$ cat config.mk
export PLATFORM = sky130hd
export DESIGN_NAME = sync_serial_port
export DESIGN_NICKNAME = d
export VERILOG_FILES = /design/src/rtl/sport_pkg.sv /design/src/rtl/sport_divider.sv /design/src/rtl/sport_edge_sync.sv /design/src/rtl/sport_shifter.sv /design/src/rtl/sync_serial_port.sv
export SDC_FILE = /design/constraint.sdc
export NUM_CORES = 1
export LEC_CHECK = 0
export BUFFER_PORTS_ARGS = -buffer_cell sky130_fd_sc_hd__buf_2
export CAP_MARGIN = 40
export CORE_MARGIN = 5
export CORE_UTILIZATION = 45
export DETAILED_ROUTE_END_ITERATION = 12
export PLACE_DENSITY_LB_ADDON = 0.1
export SYNTH_ARGS = -nofsm -noshare
export SYNTH_HDL_FRONTEND = slang
export SYNTH_HIERARCHICAL = 1
export SYNTH_SLANG_ARGS = --single-unit
export TNS_END_PERCENT = 10
$ cat constraint.sdc
create_clock -name clk -period 2.3 [get_ports clk]
set_input_delay 0.23 -clock clk [delete_from_list [all_inputs] [get_ports clk]]
set_output_delay 0.23 -clock clk [all_outputs]
set_load 0.005 [all_outputs]
$ cat src/rtl/sport_pkg.sv
package sport_pkg;

  // one decoded serial-clock event per system clock
  typedef struct packed {
    logic rise;
    logic fall;
  } sck_evt_t;

  // system clocks per half serial period for a cycle length and power-of-two ratio
  function automatic int half_period(input int cyc, input int lg);
    return (cyc * (1 << lg)) / 2;
  endfunction

endpackage

$ cat src/rtl/sport_divider.sv
module sport_divider #(
  parameter int HALF = 6
) (
  input  logic clk,
  input  logic rst,
  input  logic en,
  output logic tgl
);
  localparam int CW = (HALF > 1) ? $clog2(HALF) : 1;
  localparam logic [CW-1:0] LAST = CW'(HALF - 1);

  logic [CW-1:0] cnt;

  always_ff @(posedge clk) begin
    if (rst || !en)        cnt <= '0;
    else if (cnt == LAST)  cnt <= '0;
    else                   cnt <= cnt + 1'b1;
  end

  assign tgl = en && (cnt == LAST);
endmodule

$ cat src/rtl/sport_edge_sync.sv
module sport_edge_sync
  import sport_pkg::*;
(
  input  logic     clk,
  input  logic     rst,
  input  logic     pin,
  output sck_evt_t evt
);
  // [0],[1] synchronizer, [2] history for edge detection
  logic [2:0] sq;

  always_ff @(posedge clk) begin
    if (rst) sq <= 3'b111;
    else     sq <= {sq[1:0], pin};
  end

  assign evt.rise = sq[1] & ~sq[2];
  assign evt.fall = ~sq[1] & sq[2];
endmodule

$ cat src/rtl/sport_shifter.sv
module sport_shifter
  import sport_pkg::*;
#(
  parameter int W         = 8,
  parameter bit MSB_FIRST = 1'b1
) (
  input  logic         clk,
  input  logic         rst,
  input  logic         ser_en,
  input  logic         start,
  input  logic [W-1:0] tx_word,
  input  sck_evt_t     evt,
  input  logic         sdi,
  output logic         sdo,
  output logic         busy,
  output logic         done,
  output logic [W-1:0] rx_word
);
  localparam int CW = $clog2(W + 1);
  localparam logic [CW-1:0] LAST = CW'(W - 1);

  logic [W-1:0]  sh;
  logic [W-1:0]  sh_nx;
  logic          out_bit;
  logic          first_bit;
  logic [CW-1:0] cnt;

  generate
    if (MSB_FIRST) begin : g_msb
      assign sh_nx     = {sh[W-2:0], sdi};
      assign out_bit   = sh[W-1];
      assign first_bit = tx_word[W-1];
    end else begin : g_lsb
      assign sh_nx     = {sdi, sh[W-1:1]};
      assign out_bit   = sh[0];
      assign first_bit = tx_word[0];
    end
  endgenerate

  always_ff @(posedge clk) begin
    if (rst) begin
      sh      <= '0;
      cnt     <= '0;
      busy    <= 1'b0;
      done    <= 1'b0;
      sdo     <= 1'b0;
      rx_word <= '0;
    end else if (!ser_en) begin
      busy <= 1'b0;
    end else if (busy) begin
      if (evt.fall) sdo <= out_bit;
      if (evt.rise) begin
        sh <= sh_nx;
        if (cnt == LAST) begin
          cnt     <= '0;
          busy    <= 1'b0;
          done    <= 1'b1;
          rx_word <= sh_nx;
        end else begin
          cnt <= cnt + 1'b1;
        end
      end
    end else if (start) begin
      sh   <= tx_word;
      sdo  <= first_bit;
      cnt  <= '0;
      busy <= 1'b1;
      done <= 1'b0;
    end
  end
endmodule

$ cat src/rtl/sync_serial_port.sv
module sync_serial_port
  import sport_pkg::*;
#(
  parameter int WORD_W    = 8,
  parameter bit MSB_FIRST = 1'b1,
  parameter int CYC_DIV   = 6,
  parameter int DIV_LOG2  = 1,
  parameter int CK_LOG2   = 2
) (
  input  logic              clk,
  input  logic              rst,
  input  logic              ser_en,
  input  logic              ext_clk_sel,
  input  logic              start,
  input  logic [WORD_W-1:0] tx_word,
  output logic [WORD_W-1:0] rx_word,
  output logic              busy,
  output logic              done,
  output logic              sdo,
  input  logic              sdi,
  input  logic              sck_i,
  output logic              sck_o,
  output logic              sck_oe
);
  localparam int HALF_SER = half_period(CYC_DIV, DIV_LOG2);
  localparam int HALF_CK  = half_period(CYC_DIV, CK_LOG2);

  logic     ser_tgl;
  logic     ck_tgl;
  logic     sck_int;
  logic     ck_q;
  sck_evt_t int_evt;
  sck_evt_t ext_evt;
  sck_evt_t evt;

  // internal shift clock, runs only during an internally clocked transfer
  sport_divider #(.HALF(HALF_SER)) u_ser_div (
    .clk (clk),
    .rst (rst),
    .en  (busy && ser_en && !ext_clk_sel),
    .tgl (ser_tgl)
  );

  // free-running clock output used when serial operation is off
  sport_divider #(.HALF(HALF_CK)) u_ck_div (
    .clk (clk),
    .rst (rst),
    .en  (1'b1),
    .tgl (ck_tgl)
  );

  sport_edge_sync u_sync (
    .clk (clk),
    .rst (rst),
    .pin (sck_i),
    .evt (ext_evt)
  );

  always_ff @(posedge clk) begin
    if (rst || !ser_en)                   sck_int <= 1'b1;
    else if (busy && !ext_clk_sel && ser_tgl) sck_int <= ~sck_int;
  end

  always_ff @(posedge clk) begin
    if (rst)         ck_q <= 1'b0;
    else if (ck_tgl) ck_q <= ~ck_q;
  end

  assign int_evt.fall = ser_tgl & sck_int;
  assign int_evt.rise = ser_tgl & ~sck_int;
  assign evt          = ext_clk_sel ? ext_evt : int_evt;

  sport_shifter #(.W(WORD_W), .MSB_FIRST(MSB_FIRST)) u_shift (
    .clk     (clk),
    .rst     (rst),
    .ser_en  (ser_en),
    .start   (start),
    .tx_word (tx_word),
    .evt     (evt),
    .sdi     (sdi),
    .sdo     (sdo),
    .busy    (busy),
    .done    (done),
    .rx_word (rx_word)
  );

  assign sck_o  = ser_en ? sck_int : ck_q;
  assign sck_oe = ~(ser_en & ext_clk_sel);
endmodule

==> impl_results.md <==
- Run status: completed
- Congestion Overflow GR: 0
- Worst-Skew Late Latency: 0.34 ns
- CTS max path bufs: 2
- Final core area utilization: 54.1%
- Die Y: 70.0 µm
- First-pass GRT wire length: 5.59 mm
- Num CTS Buffers: 5
- Antenna violations before repair: 0
- Slowest CP cell: or4_1
- Critical Path, Cell by Cell: ha_1, and3_1, nand2b_1, o21ai_1, nand3_1, or4_1, a21oi_1
- Port bufs: 27
- Layout cells sized above 1: 27.5%
- PD cells: 566 nW/µm²
- DRT antenna net count: 0
- Vias/cell: 5.24
- Synth Instances: 169
- Total Die Area: 4890 µm²
- Total negative slack: 0 ns
- RSZ-0062 raised after global routing: no
- Vias in the first global route: between 1,000 and 1,500
- Final setup viols: 0
- Gr usage total: roughly 14%
- Nets: approximately 220
- DRT Wirelength: 3.17 mm
- Core Area: approximately 3400 µm²
- Worst endpoint data arrival time: about 2.3 ns
- Max-slew violation count: 0
- Max H-tree Level: 2
- GPL Wtd Cong: 0.815
- Number of synthesized flops with an enable pin: 0
- Period utilization: 88.7%
- Antenna Cells: 0
- Clk sinks: 35
- FP Rows: 21
- Critical Path End Type: register
- TritonCTS clock tree: yes
- Slowest cell delay on critical path: 0.53 ns
- Primary FF master, synth: dfxtp_1
- Max_cap viols: 0
- Pin count of the biggest net entering global routing: 25
- Post-DP HPWL: 2.22 mm
- DRT Pass-1 Iters: 5
- Hold Fails Final Rpt: 0
- Synth cell types: 44
- Fmax achieved: between 400 and 500 MHz
- DR iter-0 viols: between 80 and 90
- VDD IR max: 0.421 mV
- Post-synthesis sequential area ratio: 43.3%
- Crit path max fanout: 5
- FFs w/ async S/R, synth: 0%
- Via count: 1,289
- Die Wd: 70.0 µm
- FF+latch count, synth: 35
- Worst endpoint required time: 2.58 ns
- Leakage: 0.777 nW
- Initial core utilization: 47.4%
- DRC Markers: 0
- Hold/Removal Path Class: input port to register
- Rel. slew slack: 53.8%
- Commonest non-fill, non-tap cells in the layout: dfxtp_1, buf_2, nand2_1
- Mapped cell area: 1620 µm²
- Commonest non-fill, non-tap cell in the layout: dfxtp_1
- Clock transition at path regs: 0.11 ns
- Num ports: 28
- Clk_skew: 0.0115 ns
- Synthesis Warnings: 6
- CTS root buf: clkbuf_4
- Fin crit period: 2.04 ns
- Startpoint Class: register
- Number of buffers added for setup after CTS: 0
- Synthesized area per cell: 9.57 µm²
- Hold WS: roughly 0.066 ns
- Pin slew with the least headroom to its limit: 0.692 ns
- Fillers: 347
- Synth-to-Final Area Change: 14.2%
- Drt wl/cell: 12.9 µm
- Crit path kind: register to register
## report_power, final
part / switching (mW) / internal [mW]
Combinational: 0.0509 / 0.0423
Sequential: 0.00682 / 0.619
Clock: 0.208 / 0.118
## cells in the mapped netlist, types with 2 or more instances
| cell | n | area share, % |
|---|---|---|
| a211oi_1 | 2 | 0.93 |
| a21oi_1 | 5 | 1.5 |
| a311oi_1 | 2 | 1.1 |
| and3b_1 | 2 | 1.1 |
| buf_1 | 2 | 0.46 |
| buf_2 | 2 | 0.62 |
| buf_6 | 2 | 1.4 |
| clkbuf_1 | 3 | 0.70 |
| dfxtp_1 | 35 | 43 |
| ha_1 | 4 | 3.1 |
| inv_1 | 3 | 0.70 |
| mux2_2 | 9 | 6.3 |
| mux2i_1 | 11 | 6.8 |
| nand2_1 | 25 | 5.8 |
| nand2b_1 | 4 | 1.5 |
| nand3_1 | 2 | 0.62 |
| nand3b_1 | 2 | 0.93 |
| nand4_1 | 8 | 3.1 |
| nor2_1 | 4 | 0.93 |
| nor2b_1 | 3 | 1.2 |
| nor3b_1 | 2 | 0.93 |
| o21ai_0 | 4 | 1.2 |
| o21ai_1 | 8 | 2.5 |
| or2_1 | 3 | 1.2 |
| or4_1 | 2 | 0.93 |
| xnor2_1 | 2 | 1.1 |
## layout make-up
cell class / count / area [µm²] / share of cell area, %
Clock buffer: 6 / 41.3 / 2.24
Clock inverter: 2 / 12.5 / 0.678
Inverter: 3 / 11.3 / 0.610
Multi-Input combinational cell: 123 / 858 / 46.5
Sequential cell: 35 / 701 / 37.9
Tap cell: 46 / 57.6 / 3.12
Timing Repair Buffer: 31 / 165 / 8.94
## routing by layer
layer  global-route usage [%]  up-vias  wire length, µm
met3                     5.45        4              145
met5                        0        -                0
li1                         -      653                -
met2                     23.5       25             1510
met1                     16.3      607             1480
met4                     5.74        0               40
## registers in the layout (all words and copies together), names as in the netlist
register,count
u_sync/sq,3
sck_int,1
u_shift/sh,8
u_ser_div/cnt,3
u_shift/sdo,1
u_shift/done,1
u_shift/busy,1
u_ck_div/cnt,4
u_shift/cnt,4
u_shift/rx_word,8
ck_q,1
## worst max-delay path: cells and delay by family, from the launching register on
| family | cells | cell delay, ns |
|---|---|---|
| compound gates | 2 | 0.36 |
| simple gates | 4 | 1.05 |
| fa+ha+maj | 1 | 0.21 |
| flops | 1 | 0.37 |
## path summary, 6_finish.rpt
path / startpoint / slack, ns / endpoint / cells past startpoint
max reg2reg: u_ser_div/cnt[0] / 0.26 / u_shift/cnt[3] / 7
max: u_ser_div/cnt[0] / 0.26 / u_shift/cnt[3] / 7
min: sck_i / 0.07 / u_sync/sq[0] / 2
min reg2reg: u_sync/sq[0] / 0.41 / u_sync/sq[1] / 1
## cells by family after synthesis
logic type	after synthesis	share of synthesized area [%]
AND/OR/NAND/NOR	66	23.4
flip-flops	35	43.3
AO/OA/AOI/OAI	27	10.4
multiplexers	21	14.0
buffers and inverters	12	3.87
adder cells (fa/ha/maj)	4	3.09
XOR/XNOR	3	1.62
other	1	0.232
## per-stage QoR
step	worst slack [ns]	instance area (µm²)	std cells	power [mW]
global placement	0.205	1790	238	0.731
floorplan	0.123	1620	170	0.703
detailed placement	0.101	1790	238	0.733
global route	0.103	1850	246	1.11
CTS	0.108	1850	246	1.07
finish	0.259	1850	246	1.05
## what timing repair did
item | in CTS | in global routing
resized for setup | 0 | 1
hold buffers | 0 | 0
endpoints found under the setup margin | 0 | 1
(Power assumes the default switching activity.)
